[src/rtl/dma_frag_pkg.sv]
package dma_frag_pkg;

  function automatic int unsigned span_max(input int unsigned a, input int unsigned b);
    return (a > b) ? a : b;
  endfunction

endpackage

[src/rtl/dma_frag_calc.sv]
module dma_frag_calc #(
  parameter int LEN_W      = 12,
  parameter int LINE_BYTES = 128,
  localparam int OFF_W     = $clog2(LINE_BYTES)
) (
  input  logic [OFF_W-1:0] dst_off,
  input  logic [OFF_W-1:0] src_off,
  input  logic [LEN_W-1:0] rem_len,
  output logic [LEN_W-1:0] frag_len,
  output logic             two_lines
);

  logic [LEN_W-1:0]   room;
  logic [OFF_W+1:0]   src_span;

  always_comb begin
    room      = LEN_W'(LINE_BYTES) - LEN_W'(dst_off);
    frag_len  = (rem_len < room) ? rem_len : room;
    src_span  = (OFF_W+2)'(src_off) + (OFF_W+2)'(frag_len[OFF_W:0]);
    two_lines = src_span > (OFF_W+2)'(LINE_BYTES);
  end

endmodule

[src/rtl/dma_cost_timer.sv]
module dma_cost_timer
  import dma_frag_pkg::*;
#(
  parameter int STARTUP_CYC  = 200,
  parameter int BLOCK_CYC    = 8,
  parameter int MISALIGN_CYC = 16,
  parameter int CNT_W        = 24,
  localparam int SLOT_MAX    = span_max(STARTUP_CYC, BLOCK_CYC + MISALIGN_CYC),
  localparam int SLOT_W      = $clog2(SLOT_MAX + 1)
) (
  input  logic             clk,
  input  logic             rst,
  input  logic             launch,
  input  logic             misaligned,
  input  logic             more,
  output logic             running,
  output logic             slot_end,
  output logic [CNT_W-1:0] cyc_count
);

  logic [SLOT_W-1:0] slot_left;
  logic [SLOT_W-1:0] per_q;

  assign slot_end = running && (slot_left == SLOT_W'(1));

  always_ff @(posedge clk) begin
    if (rst) begin
      running   <= 1'b0;
      slot_left <= '0;
      per_q     <= '0;
      cyc_count <= '0;
    end else if (launch) begin
      running   <= 1'b1;
      slot_left <= SLOT_W'(STARTUP_CYC);
      per_q     <= misaligned ? SLOT_W'(BLOCK_CYC + MISALIGN_CYC) : SLOT_W'(BLOCK_CYC);
      cyc_count <= '0;
    end else if (running) begin
      cyc_count <= cyc_count + CNT_W'(1);
      if (slot_end) begin
        if (more) slot_left <= per_q;
        else      running   <= 1'b0;
      end else begin
        slot_left <= slot_left - SLOT_W'(1);
      end
    end
  end

endmodule

[src/rtl/dma_line_frag.sv]
module dma_line_frag #(
  parameter int ADDR_W       = 16,
  parameter int LEN_W        = 12,
  parameter int LINE_BYTES   = 128,
  parameter int STARTUP_CYC  = 200,
  parameter int BLOCK_CYC    = 8,
  parameter int MISALIGN_CYC = 16,
  parameter int CNT_W        = 24,
  localparam int OFF_W       = $clog2(LINE_BYTES)
) (
  input  logic              clk,
  input  logic              rst,
  input  logic              start,
  input  logic [ADDR_W-1:0] src_addr,
  input  logic [ADDR_W-1:0] dst_addr,
  input  logic [LEN_W-1:0]  xfer_len,
  output logic              busy,
  output logic              done,
  output logic [CNT_W-1:0]  cyc_count,
  output logic              req_valid,
  output logic [ADDR_W-1:0] req_src_addr,
  output logic [ADDR_W-1:0] req_dst_addr,
  output logic [OFF_W:0]    req_bytes,
  output logic              req_realign,
  output logic [OFF_W-1:0]  req_rot,
  output logic              req_two_lines
);

  logic [ADDR_W-1:0] cur_src;
  logic [ADDR_W-1:0] cur_dst;
  logic [LEN_W-1:0]  rem_len;
  logic [LEN_W-1:0]  frag_len;
  logic              frag_two;
  logic [OFF_W-1:0]  rot_in;
  logic              accept;
  logic              more;
  logic              slot_end;
  logic              running;

  assign rot_in = src_addr[OFF_W-1:0] - dst_addr[OFF_W-1:0];
  assign accept = start && !running;
  assign more   = (rem_len != '0);
  assign busy   = running;

  dma_frag_calc #(
    .LEN_W      (LEN_W),
    .LINE_BYTES (LINE_BYTES)
  ) i_calc (
    .dst_off   (cur_dst[OFF_W-1:0]),
    .src_off   (cur_src[OFF_W-1:0]),
    .rem_len   (rem_len),
    .frag_len  (frag_len),
    .two_lines (frag_two)
  );

  dma_cost_timer #(
    .STARTUP_CYC  (STARTUP_CYC),
    .BLOCK_CYC    (BLOCK_CYC),
    .MISALIGN_CYC (MISALIGN_CYC),
    .CNT_W        (CNT_W)
  ) i_timer (
    .clk        (clk),
    .rst        (rst),
    .launch     (accept),
    .misaligned (rot_in != '0),
    .more       (more),
    .running    (running),
    .slot_end   (slot_end),
    .cyc_count  (cyc_count)
  );

  always_ff @(posedge clk) begin
    if (rst) begin
      cur_src       <= '0;
      cur_dst       <= '0;
      rem_len       <= '0;
      done          <= 1'b0;
      req_valid     <= 1'b0;
      req_src_addr  <= '0;
      req_dst_addr  <= '0;
      req_bytes     <= '0;
      req_realign   <= 1'b0;
      req_rot       <= '0;
      req_two_lines <= 1'b0;
    end else begin
      done      <= 1'b0;
      req_valid <= 1'b0;
      if (accept) begin
        cur_src     <= src_addr;
        cur_dst     <= dst_addr;
        rem_len     <= xfer_len;
        req_rot     <= rot_in;
        req_realign <= (rot_in != '0);
      end else if (slot_end) begin
        if (more) begin
          req_valid     <= 1'b1;
          req_src_addr  <= cur_src;
          req_dst_addr  <= cur_dst;
          req_bytes     <= frag_len[OFF_W:0];
          req_two_lines <= frag_two;
          cur_src       <= cur_src + ADDR_W'(frag_len);
          cur_dst       <= cur_dst + ADDR_W'(frag_len);
          rem_len       <= rem_len - frag_len;
        end else begin
          done <= 1'b1;
        end
      end
    end
  end

endmodule

[config.mk]
export PLATFORM = sky130hd
export DESIGN_NAME = dma_line_frag
export DESIGN_NICKNAME = d
export VERILOG_FILES = /design/src/rtl/dma_frag_pkg.sv /design/src/rtl/dma_frag_calc.sv /design/src/rtl/dma_cost_timer.sv /design/src/rtl/dma_line_frag.sv
export SDC_FILE = /design/constraint.sdc
export NUM_CORES = 1
export LEC_CHECK = 0
export ABC_AREA = 0
export BUFFER_PORTS_ARGS = -buffer_cell sky130_fd_sc_hd__buf_4
export CAP_MARGIN = 30
export CORE_MARGIN = 8
export CORE_UTILIZATION = 41
export DETAILED_ROUTE_END_ITERATION = 8
export GPL_TIMING_DRIVEN = 1
export SKIP_CTS_REPAIR_TIMING = 1
export SYNTH_ARGS = -nofsm -noshare
export SYNTH_HDL_FRONTEND = slang
export SYNTH_HIERARCHICAL = 1
export SYNTH_SLANG_ARGS = --single-unit
[constraint.sdc]
create_clock -name clk -period 4.8 [get_ports clk]
set_input_delay 0.48 -clock clk [delete_from_list [all_inputs] [get_ports clk]]
set_output_delay 0.48 -clock clk [all_outputs]
set_load 0.1 [all_outputs]
* Yosys cells after proc, flatten, opt, wreduce, memory -nomap -nowiden
Index checks and enable logic that the tools add are counted.
** Word-level totals
- Register bits :: 136
- Input bits :: 47
- Output and inout bits :: 76
** Operators by class
- Add/sub/neg operators :: 8
- $lt $le $gt $ge :: 2
- Equal/unequal tests :: 3
- Mux-type cells :: 20
- Bitwise operators :: 2
- Reductions and logical operators :: 14
** Operator list (count)
- 16-bit 2-to-1 mux :: 6
- 12-bit 2-to-1 mux :: 4
- 16-bit by 12-bit adder with 16-bit output :: 2
- 8-bit 2-to-1 mux :: 4
- 24-bit by 1-bit adder with 24-bit output (second input constant) :: 1
- 12-bit < comparator :: 1
- 12-bit nonzero test :: 1
- 12-bit subtractor :: 1
- 7-bit by 8-bit adder with 9-bit output :: 1
- 9-bit by 8-bit greater-than comparator with 1-bit output (second input constant) :: 1
- 8-bit by 7-bit subtractor with 9-bit output (first input constant) :: 1
- 8-bit by 1-bit == test with 1-bit output (second input constant) :: 1
- 8-bit by 1-bit subtractor with 8-bit output (second input constant) :: 1
- 7-bit nonzero test :: 1
- 7-bit subtractor :: 1
- 2-bit AND reduction :: 3
- 2-bit nonzero test :: 3
- 1-bit 2-to-1 mux :: 5
- 5-bit 2-to-1 mux :: 1
- 3-bit by 2-bit != test with 1-bit output (second input constant) :: 1
- 3-bit AND reduction :: 1
- 3-bit OR reduction :: 1
- 1-bit logical AND :: 2
- 2-bit by 1-bit != test with 1-bit output (second input constant) :: 1
- other kinds (3) :: 4

* Longest topological paths before layout
- Word-level depth :: 7
- Gate-level depth with buffers :: 23

* Hierarchy
Netlist, hierarchy kept.
** By module, submodules not included
- dma_line_frag :: times used 1, cells an instance 728, area each 5790.6 um^2
- dma_cost_timer :: times used 1, cells an instance 197, area each 1725.4 um^2
- dma_frag_calc :: times used 1, cells an instance 105, area each 732.0 um^2

* Least setup slack after synthesis
OpenSTA, ideal clock, no wires.
- Kind :: reg-to-reg
- Start point :: reg cur_dst[1]
- End point :: reg cur_src[8]
- Data arrival time :: 3971 ps
- Setup slack :: 696 ps
- Stages on the path, launching flop included :: 18
- Period minus slack after synthesis :: 4104 ps
- Cell sequence :: dfxtp_1 -> nor3_1 -> nor3b_1 -> xor2_1 -> ha_1 -> a211oi_1 -> o21ai_1 -> a21oi_4 -> buf_2 -> o21ai_0 -> ha_1 -> fa_1 -> a211oi_2 -> o21bai_2 -> a221o_1 -> a21oi_1 -> xor2_1 -> o22ai_1
** On the way
- Cells in the longest elaborated chain, start to end :: 7
** Ends and longest elaborated chain
- start: declaration :: RTL line dma_line_frag.sv:30 : logic [ADDR_W-1:0] cur_dst;
- start signal: assignment :: RTL line dma_line_frag.sv:90 : cur_dst <= dst_addr;
- start signal: assignment :: RTL line dma_line_frag.sv:102 : cur_dst <= cur_dst + ADDR_W'(frag_len);
- 8-bit by 7-bit subtractor with 9-bit output :: RTL line dma_frag_calc.sv:17 : room = LEN_W'(LINE_BYTES) - LEN_W'(dst_off);
- 12-bit < comparator :: RTL line dma_frag_calc.sv:18 : frag_len = (rem_len < room) ? rem_len : room;
- 12-bit 2-to-1 mux :: RTL line dma_frag_calc.sv:18
- via frag_len[0] :: RTL line dma_line_frag.sv:32 : logic [LEN_W-1:0] frag_len;
- 16-bit by 12-bit adder with 16-bit output :: RTL line dma_line_frag.sv:101 : cur_src <= cur_src + ADDR_W'(frag_len);
- 16-bit 2-to-1 mux :: RTL line dma_line_frag.sv:95 : if (more) begin
- 16-bit 2-to-1 mux :: RTL line dma_line_frag.sv:94 : end else if (slot_end) begin
- 16-bit 2-to-1 mux :: RTL line dma_line_frag.sv:88 : if (accept) begin
- end signal: assignment :: RTL line dma_line_frag.sv:89 : cur_src <= src_addr;
- end signal: assignment :: RTL line dma_line_frag.sv:101
- end: declaration :: RTL line dma_line_frag.sv:29 : logic [ADDR_W-1:0] cur_src;
The timed path passes the listed nets, and every way through them passes these cells. The select of a mux whose other input is x is not followed.
A chain may end at the register's enable or synchronous reset.

* Worst setup path in the final report
- Start point :: reg cur_dst[0]
- End point :: reg cur_dst[15]
** On the way
- Cells in the longest elaborated chain, start to end :: 7
** Ends and longest elaborated chain (RTL line)
- 8-bit by 7-bit subtractor with 9-bit output * :: dma_frag_calc.sv:17
- 12-bit < comparator :: dma_frag_calc.sv:18
- 12-bit 2-to-1 mux * :: dma_frag_calc.sv:18
- via frag_len[4] :: dma_line_frag.sv:32
- 16-bit by 12-bit adder with 16-bit output * :: dma_line_frag.sv:102
- 16-bit 2-to-1 mux * :: dma_line_frag.sv:95
- 16-bit 2-to-1 mux * :: dma_line_frag.sv:94
- 16-bit 2-to-1 mux * :: dma_line_frag.sv:88
Mark *: on every way through the listed nets, which the timed path passes. The rest lies on a longest branch. The select of a mux whose other input is x is not followed.

==> flow_summary.ini <==
[logic_synthesis]
synthCells = 1030
yosys_warnings = 6
yosysTopAreaCellShare_pct = 31.55
synthFlopType = dfxtp_1
ys_ff_latch = 130
syn-mean-instance-area_um2 = 8.008
synth_area_leaders = dfxtp_1 (32%), ha_1 (9.0%), nand2_1 (7.2%), a21oi_1 (6.7%), nor2_1 (3.9%)
synth.distinct_cells = 83
yosysSeqAreaShare_pct = 31.55
synth_most_common_cell = nand2_1
syn_area_um2 = 8248
async_flop_share_pct = 0
yosys.area.top_type = dfxtp_1
synthTopCellsByCount = nand2_1 (158), dfxtp_1 (130), a21oi_1 (110)
synth_edf_count = 0

[layout]
final_nets = 1253
diodes = 0
area_growth_pct = 21.47
drive_gt1_share_pct = 19.39
fin_cells = 1425

[routing]
viasPerCell = 5.514
post_drt_wl_per_cell_um = 17.13
drcViolationCount = 0
wirelength_um = 24410
antenna_left = 0
first_pass_iters = 5
first_iter_violations = 430
vias = 7857

[clocking]
tritoncts = yes
cts.sinks = 130
clock_latency_ns = 0.42
cts.path.max_buffers = 2
cts_root_buf = clkbuf_16
path_clk_slew_ns = 0.06
htree_levels = 4
numCtsBuffers = 17

[power_and_ir_drop]
max-vdd-ir-drop_v = 0.0002374
power_density_nw_per_um2 = 357.9
leakage_nw = 4.054

[sta]
fin_crit_sh_pct = 91.98
slew_violations = 0
max_freq_mhz = 226.5
slew_headroom_pct = 52.97
tightest_slew_ns = 0.7033
final.setup.tns_ns = 0
setup_viol = 0
fin_crit_ns = 4.415
rsz0062_at_grt = no
fin_skew_ns = 0.006822
hold_viol_final = 0
fin_ws_ns = 0.3851

[min_path]
hold_depth = 3
hp-start = xfer_len[2]
hold_end = rem_len[2]
hold_class = in2reg

[critical_path]
timing.rr.end = cur_dst[15]
crit_fanout = 8
rr_worst_depth = 17
crit_path_end_kind = register
required_ns = 5.09
reg2reg_slack_ns = 0.39
cp.arrival_ns = 4.71
setup.worst_path.class = reg2reg
cp-start-kind = register
r2r-start = cur_dst[0]

[grt]
antenna_found_initial = 0
gr-total-overflow = 0
grt_start_max_net_pins = 62
grt_usage_pct = 19.52
grt_pass1_wl_um = 38670
grt_pass1_vias = 7363

[placement]
dp_hpwl_um = 17860
dp_slack_ns = 0.1845
gp_congestion = 0.9276
dp_cells = 1389
port_buffers = 122

[run]
max-cap-violations = 0

[die]
top_level_ports = 123
die_w_um = 157.8
start_util_pct = 41.29
rows = 52
core-area_um2 = 19970
die_y_um = 157.8
dieArea_um2 = 24910

[status]
outcome = completed
## report_power, final
group	switching [W]	internal [W]
clock	0.000522	0.000770
combinational	0.000668	0.000441
sequential	0.0000598	0.00113
total	0.00125	0.00234
## metal layers
layer  track usage, %  share of wire [%]  vias up
met5                0                  0        -
met4            6.618                1.7        0
met3            3.849                6.2       30
met2            30.06                 44      245
met1            26.69                 48     3629
li1                 -                  -     3953
## through the flow
step	util [%]	cell area (um^2)	hold WS, ns	total power (W)
global placement	46.96	9379	0.4442	0.002262
detailed placement	46.96	9379	0.4481	0.002270
global route	50.16	10020	0.3026	0.003780
finish	50.16	10020	0.3082	0.003586
CTS	49.87	9962	0.2920	0.003576
floorplan	-	8259	0.4349	0.002005
## cells in the final DEF, fill, tap and decap left out, types with 17 or more instances in the layout
cell / instances
nand4_1: 21
xnor2_1: 28
a211oi_1: 29
nand3_1: 20
inv_1: 44
buf_4: 143
clkbuf_16: 17
dfxtp_1: 130
a21oi_1: 110
ha_1: 59
xor2_1: 21
o21ai_0: 38
nor2_1: 85
nor3_1: 17
nand2_1: 158
## critical path, cell delays in order, from the launching register on
cell and delay, ns:
dfxtp_1 0.45, inv_1 0.12, ha_1 0.25, and3_1 0.16
xor2_1 0.16, ha_1 0.32, nand4_1 0.12, a21oi_1 0.24
a21oi_4 0.10, buf_12 0.14, buf_4 0.14, o21ai_1 0.36
ha_1 0.38, a21oi_2 0.22, a31oi_1 0.19, o41a_1 0.53
a311oi_1 0.27, o211ai_1 0.13
## worst max-delay path by stage
| stage | from | end | slack [ns] | cells after the start |
|---|---|---|---|---|
| after global placement | cur_dst[1] | cur_src[8] | 0.29 | 16 |
| after floorplan | cur_dst[1] | cur_src[8] | 0.70 | 17 |
| final | cur_dst[0] | cur_dst[15] | 0.39 | 17 |
| after detailed placement | cur_dst[1] | req_two_lines | 0.18 | 21 |
| after global routing | cur_dst[1] | req_two_lines | 0.06 | 20 |
| after CTS | cur_dst[1] | cur_src[14] | 0.16 | 16 |
## state kept, by name, summed over array words and instances (netlist names)
register,cells
i_timer/cyc_count,24
req_realign,1
rem_len,12
i_timer/slot_left,8
cur_dst,16
done,1
i_timer/running,1
req_valid,1
req_bytes,8
i_timer/per_q,2
cur_src,16
req_dst_addr,16
req_rot,7
req_two_lines,1
req_src_addr,16
## cells by family after synthesis
logic type	after synthesis	synth area share, %
flip-flops	130	31.55
AO/OA/AOI/OAI	298	24.30
multiplexers	8	1.032
other	1	0.04547
XOR/XNOR	49	5.203
adder cells (fa/ha/maj)	64	10.16
AND/OR/NAND/NOR	380	22.32
buffers and inverters	100	5.385
## layout make-up
class	instances	area [um^2]
Inverter	46	172.7
Clock inverter	15	157.7
Fill cell	2006	9956
Timing Repair Buffer	144	1094
Tap cell	270	337.8
Sequential cell	130	2603
Multi-Input combinational cell	803	5229
Clock buffer	17	425.4
(Power assumes the default switching activity.)
